## src/rtl/fw_pkg.sv

```systemverilog
package fw_pkg;

    localparam int BYTE_W = 6;
    localparam int NBYTES = 5;
    localparam int POS_W  = $clog2(NBYTES + 1);
    localparam int FSEL_W = 2 * POS_W;
    localparam int MAG_W  = BYTE_W * NBYTES;
    localparam int WORD_W = MAG_W + 1;
    localparam int OP_W   = 3;

    typedef logic [1:NBYTES][BYTE_W-1:0] mag_t;

    typedef struct packed {
        logic sign;
        mag_t mag;
    } word_t;

    localparam logic [OP_W-1:0] OP_LD  = 3'd0;
    localparam logic [OP_W-1:0] OP_LDN = 3'd1;
    localparam logic [OP_W-1:0] OP_ST  = 3'd2;
    localparam logic [OP_W-1:0] OP_STJ = 3'd3;
    localparam logic [OP_W-1:0] OP_STZ = 3'd4;

    typedef struct packed {
        logic [POS_W-1:0] lo;
        logic [POS_W-1:0] hi;
        logic             bad;
        logic             has_sign;
        logic [1:NBYTES]  bmask;
        logic [POS_W-1:0] shift;
    } fdec_t;

    function automatic logic is_store(input logic [OP_W-1:0] op);
        return (op == OP_ST) || (op == OP_STJ) || (op == OP_STZ);
    endfunction

    function automatic mag_t expand_mask(input logic [1:NBYTES] bm);
        mag_t m;
        for (int p = 1; p <= NBYTES; p++) begin
            m[p] = {BYTE_W{bm[p]}};
        end
        return m;
    endfunction

endpackage

```

## src/rtl/fw_field_decode.sv

```systemverilog
module fw_field_decode
    import fw_pkg::*;
(
    input  logic [FSEL_W-1:0] fsel,
    output fdec_t             dec
);
    logic [POS_W-1:0] lo;
    logic [POS_W-1:0] hi;
    logic [1:NBYTES]  bm;

    assign lo = fsel[FSEL_W-1:POS_W];
    assign hi = fsel[POS_W-1:0];

    for (genvar p = 1; p <= NBYTES; p++) begin : g_pos
        assign bm[p] = (POS_W'(p) >= lo) && (POS_W'(p) <= hi);
    end

    always_comb begin
        dec.lo       = lo;
        dec.hi       = hi;
        dec.bad      = (lo > hi) || (hi > POS_W'(NBYTES));
        dec.has_sign = (lo == '0);
        dec.bmask    = bm;
        dec.shift    = POS_W'(NBYTES) - hi;
    end
endmodule

```

## src/rtl/fw_load_unit.sv

```systemverilog
module fw_load_unit
    import fw_pkg::*;
(
    input  word_t mem_w,
    input  fdec_t dec,
    input  logic  negate,
    output word_t out_w
);
    logic [MAG_W-1:0] masked;
    logic [MAG_W-1:0] aligned;

    always_comb begin
        masked    = mem_w.mag & expand_mask(dec.bmask);
        aligned   = masked >> (32'(dec.shift) * BYTE_W);
        out_w.mag = mag_t'(aligned);
        out_w.sign = (dec.has_sign & mem_w.sign) ^ negate;
    end
endmodule

```

## src/rtl/fw_store_unit.sv

```systemverilog
module fw_store_unit
    import fw_pkg::*;
(
    input  word_t           reg_w,
    input  word_t           old_w,
    input  fdec_t           dec,
    input  logic [OP_W-1:0] op,
    output word_t           out_w
);
    logic [MAG_W-1:0] fill;
    logic [MAG_W-1:0] msk;

    always_comb begin
        msk = expand_mask(dec.bmask);
        if (op == OP_STZ) begin
            fill = '0;
        end else begin
            fill = reg_w.mag << (32'(dec.shift) * BYTE_W);
        end
        out_w.mag = mag_t'((old_w.mag & ~msk) | (fill & msk));
        if (!dec.has_sign) begin
            out_w.sign = old_w.sign;
        end else if (op == OP_ST) begin
            out_w.sign = reg_w.sign;
        end else begin
            out_w.sign = 1'b0;
        end
    end
endmodule

```

## src/rtl/field_aligner.sv

```systemverilog
module field_aligner
    import fw_pkg::*;
(
    input  logic              clk,
    input  logic              rst,
    input  logic              start,
    input  logic [OP_W-1:0]   op_sel,
    input  logic [FSEL_W-1:0] fsel,
    input  logic [WORD_W-1:0] reg_in,
    input  logic [WORD_W-1:0] mem_in,
    output logic [WORD_W-1:0] result,
    output logic              valid,
    output logic              bad_field
);
    fdec_t dec;
    word_t ld_w;
    word_t st_w;
    word_t nxt_w;
    logic  st_op;

    fw_field_decode u_dec (
        .fsel (fsel),
        .dec  (dec)
    );

    fw_load_unit u_load (
        .mem_w  (word_t'(mem_in)),
        .dec    (dec),
        .negate (op_sel == OP_LDN),
        .out_w  (ld_w)
    );

    fw_store_unit u_store (
        .reg_w (word_t'(reg_in)),
        .old_w (word_t'(mem_in)),
        .dec   (dec),
        .op    (op_sel),
        .out_w (st_w)
    );

    always_comb begin
        st_op = is_store(op_sel);
        if (dec.bad) begin
            nxt_w = st_op ? word_t'(mem_in) : word_t'(reg_in);
        end else begin
            nxt_w = st_op ? st_w : ld_w;
        end
    end

    always_ff @(posedge clk) begin
        if (rst) begin
            result    <= '0;
            valid     <= 1'b0;
            bad_field <= 1'b0;
        end else begin
            valid <= start;
            if (start) begin
                result    <= nxt_w;
                bad_field <= dec.bad;
            end
        end
    end
endmodule

```

## config.mk

```make
export PLATFORM = sky130hd
export DESIGN_NAME = field_aligner
export DESIGN_NICKNAME = d
export VERILOG_FILES = /design/src/rtl/fw_pkg.sv /design/src/rtl/fw_field_decode.sv /design/src/rtl/fw_load_unit.sv /design/src/rtl/fw_store_unit.sv /design/src/rtl/field_aligner.sv
export SDC_FILE = /design/constraint.sdc
export NUM_CORES = 1
export LEC_CHECK = 0
export BUFFER_PORTS_ARGS = -buffer_cell sky130_fd_sc_hd__buf_2
export CAP_MARGIN = 20
export CELL_PAD_IN_SITES_DETAIL_PLACEMENT = 0
export CELL_PAD_IN_SITES_GLOBAL_PLACEMENT = 1
export CORE_AREA = 5 5 165 167
export CTS_CLUSTER_SIZE = 10
export DETAILED_ROUTE_END_ITERATION = 7
export DIE_AREA = 0 0 170 172
export MAX_ROUTING_LAYER = met4
export PLACE_DENSITY_LB_ADDON = 0.1
export SYNTH_ARGS = -nofsm -noshare
export SYNTH_HDL_FRONTEND = slang
export SYNTH_HIERARCHICAL = 1
export SYNTH_SLANG_ARGS = --single-unit
```

## constraint.sdc

```tcl
create_clock -name clk -period 5 [get_ports clk]
set_input_delay 1 -clock clk [delete_from_list [all_inputs] [get_ports clk]]
set_output_delay 1 -clock clk [all_outputs]
set_load 0.01 [all_outputs]
```

[Word level (Yosys, flattened, before mapping)]
Index checks and enable logic that the tools add are counted.
Cells by class
  add/sub/neg operators: 1
  multiply operators: 1
  $lt $le $gt $ge: 12
  equal/unequal tests: 4
  shift operators: 2
  muxes and demuxes: 6
  bitwise operators: 7
  reduce and logical (&&, ||, !) cells: 9
Operator list (number)
  two-way mux 31 bit: 3
  AND 30 bit: 3
  two-way mux 30 bit: 1
  NOT 30 bit: 1
  OR 30 bit: 1
  << shifter 30 x 6 -> 30 bit: 1
  right shift 30 x 6 -> 30 bit: 1
  equality test 3 x 2 -> 1 bit, second input constant: 2
  greater-or-equal comparator 2 x 3 -> 1 bit, first input constant: 2
  greater-or-equal comparator 3 bit, first input constant: 2
  <= comparator 2 x 3 -> 1 bit, first input constant: 2
  <= comparator 3 bit, first input constant: 2
  logical AND 1 bit: 5
  multiplier 3 x 2 -> 5 bit, second input constant: 1
  equality test 3 x 1 -> 1 bit, second input constant: 1
  equality test 3 bit, second input constant: 1
  greater-or-equal comparator 1 x 3 -> 1 bit, first input constant: 1
  > comparator 3 bit: 1
  > comparator 3 bit, second input constant: 1
  <= comparator 1 x 3 -> 1 bit, first input constant: 1
  logical NOT 3 bit: 1
  logical OR 1 bit: 3
  subtractor 3 bit, first input constant: 1
  two-way mux 1 bit: 2
  other kinds (2): 2
Storage, ports and cells
  bits in registers: 33
  bits of input ports: 74
  output and inout port bits: 33
  word-level logic and storage cells: 45

[Logic depth before layout (Yosys ltp)]
  word-level depth: 8
  mapped depth: 14
  depth with buffers taken out: 12

[Hierarchy]
Netlist, hierarchy kept.
By module, submodules not included
  field_aligner: times used 1, cells each 409, area each 3976.3 sq um, seq. area each 660.6 sq um
  fw_store_unit: times used 1, cells each 211, area each 1811.7 sq um, seq. area each 0.0 sq um
  fw_load_unit: times used 1, cells each 224, area each 1506.4 sq um, seq. area each 0.0 sq um
  fw_field_decode: times used 1, cells each 36, area each 266.5 sq um, seq. area each 0.0 sq um

[Worst setup path before layout]
Ideal clock, no wire load.
  path kind: input-to-reg
  start point: in fsel[1]
  end point: reg result[28]
  library setup time: 0.138 ns
  arrival: 3.942 ns
  data required time: 4.862 ns
  setup slack: 0.920 ns
  stages: 13
  buffers on the path: 1
  cell sequence: inv_1 ha_1 inv_1 inv_1 fa_1 buf_2 mux4_2 nor2b_1 a311oi_1 o32ai_1 mux2_2 a221oi_1 o221ai_1
RTL lines
  start: declaration: line field_aligner.sv:8  | input logic [FSEL_W-1:0] fsel,
  end signal: assignment: line field_aligner.sv:58  | result <= nxt_w;
  end: declaration: line field_aligner.sv:11  | output logic [WORD_W-1:0] result,

==> results.md <==
- DR iter-0 viols: 654
- ANT nets after route: 0
- Max Clock Freq: 225 MHz
- Reg-to-Reg End: result[23]
- Die Y: 172 um
- Origin of the critical flop-to-flop path: result[23]
- Final Skew: 0 ns
- Number of remaining DRC errors: 0
- Kind of critical path: in2reg
- Synthesized area per cell: 8.60 sq um
- CTS tree: done
- Measured slew at the worst slew-check pin: ~1.1 ns
- Slew headroom: 0.251
- Row cnt: 59
- Global Route Usage Sum: 0.241
- Die width: around 170 um
- CTS root buf: clkbuf_16
- Critical Path Start Type: input port
- Routed len/inst: 28.0 um
- Final Util: 0.328
- Clock Latency Late Sink: 0.29 ns
- I/O Buffers: roughly 110
- Setup-failing EPs final: 0
- Post-CTS Hold Buffers: 0
- Mapped cell area: 0.00752 sq mm
- RSZ-0062 raised after global routing: no
- Hold WS: 0.501 ns
- Fin. Hold Viols: 0
- I/O pin total: 107
- Period utilization: 0.890
- Hpwl dp: 26800 um
- First-pass GRT wire length: slightly above 50000 um
- Initial antenna violation count: 1
- H-tree level count: 2
- Clock Sinks: 33
- Vias in the first global route: 7551
- Crit Path Max Fanout: 23
- Final wirelength: 35200 um
- WP data required: 5.21 ns
- Post-synthesis cell count: 874
- Post-CTS Resized: 0
- CP arrival: ~4.7 ns
- Layout Cells excl Fill: 1259
- Via/cell ratio: 6.18
- # fillers: 2745
- Peak VDD IR: 0.000111 V
- Synth warn: 6
- Post-CTS Setup Repair Bufs: 0
- Die area: 0.0292 sq mm
- Hold WC Path Type: reg2reg
- P_leak: 3.18 nW
- Syn Nets: slightly below 1000
- Fin nets: approximately 1000
- Placed cell area: 0.00823 sq mm
- Fraction of layout cells with a size suffix above 1: 0.385
- Min-Delay Path Depth: 2
- Starting Density: 0.293
- Placed cells: 1251
- ANT cells: 0
- Reg2Reg Setup Slack: 3.96 ns
- Synth-to-Final Area Change: 11.8%
- CTS buffer count: 5
- Pwr/cell area: 208 mW/mm^2
- CP endpoint kind: flip-flop
- Clk buf depth: 2
- Cells on worst reg2reg path: 2
- First-pass iteration count of the detailed router: 5
- GP Congestion: between 0.9 and 1
- Hold Crit Endpoint: bad_field
- Core ar.: 0.0256 sq mm
- Worst hold path startpoint: bad_field
- Status: completed
- Maxcap violations: 0
- Setup ws final: 0.551 ns
- Largest net degree at the start of global routing: 77
- Setup WS pre-CTS: approximately 0.26 ns
- Vias: 7775
- Fin area: 0.00840 sq mm
- Worst-path clk slew: 0.06 ns
- Min cycle time layout: approximately 4.4 ns
- GRT overflow: 0
- Power, Total: 1.75 mW
- Pins Over Slew Limit: 0
- Setup TNS Final: 0 ns
area by class of cell:
| type | instances | area, sq um | share of cell area |
|---|---|---|---|
| Clock inverter | 1 | 30.0 | 0.00357 |
| Timing Repair Buffer | 142 | 818 | 0.0974 |
| Tap cell | 335 | 419 | 0.0499 |
| Multi-Input combinational cell | 701 | 6180 | 0.736 |
| Clock buffer | 7 | 143 | 0.0170 |
| Sequential cell | 33 | 661 | 0.0786 |
| Inverter | 40 | 151 | 0.0180 |
how the worst max path moves through the flow:
stage                        from         end  slack [ns]  depth (start not counted)
after detailed placement  fsel[1]   result[5]        0.26                         14
final                     fsel[1]   result[5]        0.55                         14
after global placement    fsel[1]   result[5]        0.29                         14
after CTS                 fsel[1]   result[5]        0.58                         14
after floorplan           fsel[1]  result[28]        0.92                         13
after global routing      fsel[1]   result[5]        0.27                         14
where the power goes:
| group | leakage [nW] | internal (mW) | total [mW] | switching [mW] |
|---|---|---|---|---|
| combinational | 2.83 | 0.425 | 1.06 | 0.635 |
| clock | 0.0841 | 0.250 | 0.386 | 0.136 |
| sequential | 0.271 | 0.288 | 0.303 | 0.0154 |
flip-flops by register name (all words and copies together), names as in the netlist:
signal / flops
bad_field: 1
result: 31
valid: 1
cells in the final DEF, fill, tap and decap left out, drive strengths merged, types with 3 or more instances in the layout:
cell type	count
o221ai	33
and2	5
nand3	24
nor2	40
a21oi	25
nor3	15
clkbuf	7
mux2	74
mux2i	43
nand3b	9
and3	5
a211oi	10
o21ai	23
o32ai	14
and4bb	59
nor2b	68
dfxtp	33
inv	39
nand2b	9
a22oi	8
xnor2	3
a221oi	64
mux4	24
buf	142
nand2	31
o211ai	8
o22ai	18
or3b	31
a32oi	6
ha	11
nand4	3
routing by layer:
layer	global-route usage	share of wire	vias up
met3	0.0304	0.057	51
met2	0.375	0.46	299
li1	-	-	3570
met4	0.0934	0.044	0
met5	-	0	-
met1	0.320	0.44	3855
worst max-delay path, stage by stage:
cell and delay (ns):
buf_2 0.21, inv_1 0.13, ha_1 0.31, inv_1 0.15
inv_1 0.08, fa_1 0.68, buf_4 0.34, nand2b_1 0.15
o32ai_2 0.26, nor2_1 0.12, a2111oi_1 0.64, mux2_2 0.27
a221oi_1 0.09, o221ai_1 0.22
Power figures use the tool's default switching activity.
